<file path="config.mk">
export PLATFORM = sky130hd
export DESIGN_NAME = irq_aggregator
export DESIGN_NICKNAME = d
export VERILOG_FILES = /design/src/rtl/irq_agg_pkg.sv /design/src/rtl/irq_agg_ctl.sv /design/src/rtl/irq_agg_prio.sv /design/src/rtl/irq_aggregator.sv
export SDC_FILE = /design/constraint.sdc
export NUM_CORES = 1
export LEC_CHECK = 0
export BUFFER_PORTS_ARGS = -buffer_cell sky130_fd_sc_hd__buf_2
export CAP_MARGIN = 15
export CELL_PAD_IN_SITES_DETAIL_PLACEMENT = 0
export CELL_PAD_IN_SITES_GLOBAL_PLACEMENT = 1
export CORE_MARGIN = 4
export CORE_UTILIZATION = 30
export CTS_CLUSTER_SIZE = 14
export DETAILED_ROUTE_END_ITERATION = 7
export GPL_TIMING_DRIVEN = 0
export PLACE_DENSITY_LB_ADDON = 0.1
export SLEW_MARGIN = 20
export SYNTH_ARGS = -nofsm -noshare
export SYNTH_HDL_FRONTEND = slang
export SYNTH_SLANG_ARGS = --single-unit
</file>
<file path="constraint.sdc">
create_clock -name clk -period 1.5 [get_ports clk]
set_clock_uncertainty 0.05 [all_clocks]
set_input_delay 0.15 -clock clk [delete_from_list [all_inputs] [get_ports clk]]
set_output_delay 0.15 -clock clk [all_outputs]
set_load 0.02 [all_outputs]
</file>
<file path="src/rtl/irq_agg_pkg.sv">
package irq_agg_pkg;

    localparam int NSRC   = 6;
    localparam int ADDR_W = 8;
    localparam int DATA_W = 16;
    localparam int IDX_W  = $clog2(NSRC);
    localparam int EN_BIT = 7;
    localparam int ST_BIT = 7;
    localparam int WIN_VALID_BIT = 8;

    localparam logic [ADDR_W-1:0] A_STATUS  = 8'h40;
    localparam logic [ADDR_W-1:0] A_REQ     = 8'h44;
    localparam logic [ADDR_W-1:0] A_WINNER  = 8'h4C;
    localparam logic [ADDR_W-1:0] A_ENABLE  = 8'h50;
    localparam logic [ADDR_W-1:0] A_MSET    = 8'h58;
    localparam logic [ADDR_W-1:0] A_MCLR    = 8'h5C;

    typedef enum logic [IDX_W-1:0] {
        SRC_I2C_A = 3'd0,
        SRC_I2C_B = 3'd1,
        SRC_SPI   = 3'd2,
        SRC_DMA_A = 3'd3,
        SRC_DMA_B = 3'd4,
        SRC_CI    = 3'd5
    } src_e;

    typedef struct packed {
        logic            en;
        logic [NSRC-1:0] mask;
    } ctl_t;

    typedef struct packed {
        logic             valid;
        logic [IDX_W-1:0] idx;
    } win_t;

    function automatic logic [DATA_W-1:0] pad_bit(input int pos, input logic v);
        logic [DATA_W-1:0] r;
        r = '0;
        r[pos] = v;
        return r;
    endfunction

endpackage

</file>
<file path="src/rtl/irq_agg_ctl.sv">
module irq_agg_ctl
    import irq_agg_pkg::*;
#(
    parameter int N = NSRC
) (
    input  logic              clk,
    input  logic              rst,
    input  logic              we,
    input  logic [ADDR_W-1:0] addr,
    input  logic [DATA_W-1:0] wdata,
    output logic              en,
    output logic [N-1:0]      mask
);

    logic [N-1:0] wbits;
    assign wbits = wdata[N-1:0];

    always_ff @(posedge clk) begin
        if (rst) begin
            en   <= 1'b0;
            mask <= '0;
        end else if (we) begin
            case (addr)
                A_ENABLE: en   <= wdata[EN_BIT];
                A_MSET:   mask <= mask | wbits;
                A_MCLR:   mask <= mask & ~wbits;
                default:  ;
            endcase
        end
    end

    assert_mask_set_R2: assert property (@(posedge clk) disable iff (rst)
        (we && addr == A_MSET) |=> ((mask & $past(wbits)) == $past(wbits)));

    assert_mask_keep_R2: assert property (@(posedge clk) disable iff (rst)
        (we && addr == A_MSET) |=> ((mask & ~$past(wbits)) == ($past(mask) & ~$past(wbits))));

    assert_mask_clr_R3: assert property (@(posedge clk) disable iff (rst)
        (we && addr == A_MCLR) |=> ((mask & $past(wbits)) == '0));

    assert_ro_ignored_R11: assert property (@(posedge clk) disable iff (rst)
        (we && (addr == A_STATUS || addr == A_REQ || addr == A_WINNER))
        |=> ($stable(mask) && $stable(en)));

endmodule

</file>
<file path="src/rtl/irq_agg_prio.sv">
module irq_agg_prio
    import irq_agg_pkg::*;
#(
    parameter int N = NSRC,
    localparam int IW = $clog2(N)
) (
    input  logic         clk,
    input  logic         rst,
    input  logic [N-1:0] req,
    output logic [IW-1:0] idx,
    output logic         valid
);

    logic [N-1:0] grant;
    logic [N:0]   seen;

    assign seen[0] = 1'b0;

    for (genvar i = 0; i < N; i++) begin : g_chain
        assign grant[i]  = req[i] & ~seen[i];
        assign seen[i+1] = seen[i] | req[i];
    end

    always_comb begin
        idx = '0;
        for (int i = 0; i < N; i++) begin
            if (grant[i]) idx = idx | IW'(i);
        end
    end

    assign valid = seen[N];

    assert_grant_single_R8: assert property (@(posedge clk) disable iff (rst)
        $onehot0(grant));

    assert_winner_lowest_R8: assert property (@(posedge clk) disable iff (rst)
        valid |-> (req[idx] && ((req & ((N'(1) << idx) - N'(1))) == '0)));

    assert_none_R8: assert property (@(posedge clk) disable iff (rst)
        (req == '0) |-> !valid);

endmodule

</file>
<file path="src/rtl/irq_aggregator.sv">
module irq_aggregator
    import irq_agg_pkg::*;
#(
    parameter int N = NSRC,
    localparam int IW = $clog2(N)
) (
    input  logic              clk,
    input  logic              rst,
    input  logic [N-1:0]      src_req,
    input  logic [ADDR_W-1:0] bus_addr,
    input  logic              bus_we,
    input  logic [DATA_W-1:0] bus_wdata,
    input  logic              bus_rd,
    output logic [DATA_W-1:0] bus_rdata,
    output logic              irq_out,
    output logic [IW-1:0]     win_idx,
    output logic              win_valid
);

    ctl_t         ctl;
    logic [N-1:0] live_masked;
    win_t         win;

    irq_agg_ctl #(.N(N)) u_ctl (
        .clk   (clk),
        .rst   (rst),
        .we    (bus_we),
        .addr  (bus_addr),
        .wdata (bus_wdata),
        .en    (ctl.en),
        .mask  (ctl.mask)
    );

    assign live_masked = src_req & ctl.mask;

    irq_agg_prio #(.N(N)) u_prio (
        .clk   (clk),
        .rst   (rst),
        .req   (live_masked),
        .idx   (win.idx),
        .valid (win.valid)
    );

    assign win_idx   = win.idx;
    assign win_valid = win.valid;

    always_ff @(posedge clk) begin
        if (rst) irq_out <= 1'b0;
        else     irq_out <= ctl.en & win.valid;
    end

    always_ff @(posedge clk) begin
        if (rst) begin
            bus_rdata <= '0;
        end else if (bus_rd) begin
            case (bus_addr)
                A_STATUS: bus_rdata <= pad_bit(ST_BIT, irq_out);
                A_REQ:    bus_rdata <= DATA_W'(src_req);
                A_WINNER: bus_rdata <= pad_bit(WIN_VALID_BIT, win.valid) | DATA_W'(win.idx);
                A_ENABLE: bus_rdata <= pad_bit(EN_BIT, ctl.en);
                A_MSET,
                A_MCLR:   bus_rdata <= DATA_W'(ctl.mask);
                default:  bus_rdata <= '0;
            endcase
        end
    end

    assert_irq_cause_R4: assert property (@(posedge clk) disable iff (rst)
        irq_out |-> ($past(ctl.en) && $past(win.valid)));

    assert_irq_rise_R4: assert property (@(posedge clk) disable iff (rst)
        (ctl.en && win.valid) |=> irq_out);

    assert_gate_off_R5: assert property (@(posedge clk) disable iff (rst)
        !ctl.en |=> !irq_out);

endmodule

</file>
==> results.ini <==
[run_status]
outcome = complete, no violations

[clock_network]
clk_path_buf_depth = 2
clk_pin_slew_ns = 0.09
clk_latency_ns = 0.30
cts_tree = built
clock_sinks = 16
cts_buffers = 3
cts-root-buf = clkbuf_4
cts.htree.levels = 1

[critical_path]
crit_chain = a22oi_2 -> nor2b_1 -> buf_2
worstPathMaxFanout = 4
cp_slowest_cell = dfxtp_2
start_kind = flop
reg2reg_to = bus_rdata[0]
crit_arrival_ns = 1.29
crit_path_end_kind = output pin
crit_type = reg2out
crit_required_ns = 1.30
cp_num_buf_inv = 1
rr_worst_depth = 5
max_stage_delay_ns = 0.36
critPathTopFamily = flip-flops
rrSetupSlack_ns = 0.24

[drt]
ant_nets = 0
wl_microns = 2570
routedWlPerCell_microns = 12.9
viasPerCell = 4.82
drc = 0
drtIter0Drc = 28
vias = 959
first_pass_iters = 4

[sta]
fmax_mhz = 673
slew_violations = 0
rsz0062_at_grt = yes
holdWs_ns = 0.0186
worst_pin_slew_ns = 0.554
period_share_pct = 99.0
finalHoldViolations = 0
finalSetupTns_ns = 0
period_needed_ns = 1.49
slew_headroom_pct = 63.1
finalSetupViolCount = 0

[floorplan]
die_x_microns = 64.4
start_util_pct = 31.2
io_pins = 55
floorplan.rows = 20
core_area_sq_mm = 0.00305
die_y_microns = 64.4
dieArea_sq_mm = 0.00414

[power_and_ir_drop]
p_leak_uw = 0.000578
p_total_uw = 842
vdd_ir_drop_max_uv = 360
p_per_area_mw_per_mm2 = 633

[place]
placed_cells = 193
finalWeightedCongestion = 0.821
hpwl_microns = 2010
io_buffers = 37
dpl_cell_area_sq_mm = 0.00123

[yosys]
yosys-mux-area-fraction_pct = 2.23
synthAdderAreaFrac_pct = 0
synth_top_family_by_area = compound AO/OA/AOI/OAI gates
synth_compound_area_share_pct = 28.1
synth_xor_area_share_pct = 0
synth-edff-count = 0
seq_area_frac_synth_pct = 33.6
ys.flop_type = dfxtp_1
synthSimpleGateAreaFrac_pct = 24.0
async_reset_ff_share_pct = 0
ys_ff_latch = 16
synth_area_sq_um = 953
syn_inst = 105
ys_warn_count = 0
synth_cell_types = 36
avgSynthCellArea_sq_um = 9.08

[job]
maxCapViolCount = 0

[cells_and_area]
multi_input_area_sq_um = 589
ff_latch_area_sq_um = 324
final_cell_mix = buf_2, dfxtp_1, buf_4
drive_gt1_share_pct = 49.0
final_common_cell = buf_2
nets = 190
fin_area_sq_mm = 0.00133
syn_to_final_growth_pct = 39.5
antennaDiodeCount = 0
fillCellCount = 344
instances_no_fill = 199

[grt]
grt_max_degree = 11
grtUsageTotal_pct = 13.4
grt.overflow.total = 0
grt_pass1_wl_microns = 4320
antenna_found_initial = 0
first_global_vias = 938

[min_path]
hp-class = in2reg
min-delay-start = bus_wdata[3]
min_delay_path_depth = 2

## how the worst max path moves through the flow
stage | to | slack, ns | from | cells past startpoint
after floorplan | bus_rdata[0] | 0.14 | flop | 5
after global placement | flop | -0.004 | bus_addr[5] | 8
after detailed placement | flop | -0.02 | bus_addr[5] | 8
after CTS | win_idx[2] | 0.001 | flop | 4
after global routing | win_idx[2] | -0.08 | flop | 4
final | win_idx[1] | 0.01 | flop | 3
## cells by family after synthesis
group                  after synthesis
flip-flops                          16
buffers and inverters               14
AO/OA/AOI/OAI                       33
AND/OR/NAND/NOR                     39
other                                1
multiplexers                         2
## stage by stage
step	setup slack [ns]	util (%)
floorplan	0.135	-
global placement	-0.00427	40.2
detailed placement	-0.0244	40.2
CTS	0.00113	43.6
global route	-0.0797	43.6
finish	0.0145	43.6
## routing by layer
layer | track usage (%) | up-vias | wire [microns]
met5 | 0 | - | 0
met4 | 5.01 | 0 | 38
met3 | 4.57 | 5 | 117
met2 | 21.9 | 24 | 1280
met1 | 16.2 | 453 | 1130
li1 | - | 477 | -
## timing repair
action | in CTS | in global routing
resized for setup | 13 | 0
setup buffers | 0 | 0
hold endpoints to repair | 2 | 0
hold buffers | 2 | 0
setup endpoints to repair | 4 | 4
pin swaps | 3 | 1
## final cells by class
cell class	count	share of cell area [%]
clock buffers	4	2.73
plain buffers	14	8.37
well taps	44	4.14
repair buffers	39	16.1
multi-input cells	82	44.3
flip-flops and latches	16	24.4
## power breakdown
part / internal, uW / total, uW / switching (uW) / leakage, uW
Sequential: 425 / 425 / 0.531 / 0.000130
Combinational: 53.3 / 122 / 68.8 / 0.000427
Clock: 148 / 295 / 147 / 0.0000210
Total: 626 / 842 / 216 / 0.000578
## cell usage after synthesis (3+ instances only)
library cell  number  area share [%]
nor2_1            10             3.9
dfxtp_1           16              34
a21oi_2            4             3.7
a21oi_1            9             4.7
buf_4              9             7.1
nand2_1            5             2.0
nand2b_1           3             2.0
nand3_1            3             1.6
nor2b_1            5             3.3
a22oi_1            4             3.1
a311oi_2           4             6.3
Note: power is estimated with default switching activity, not from simulation.
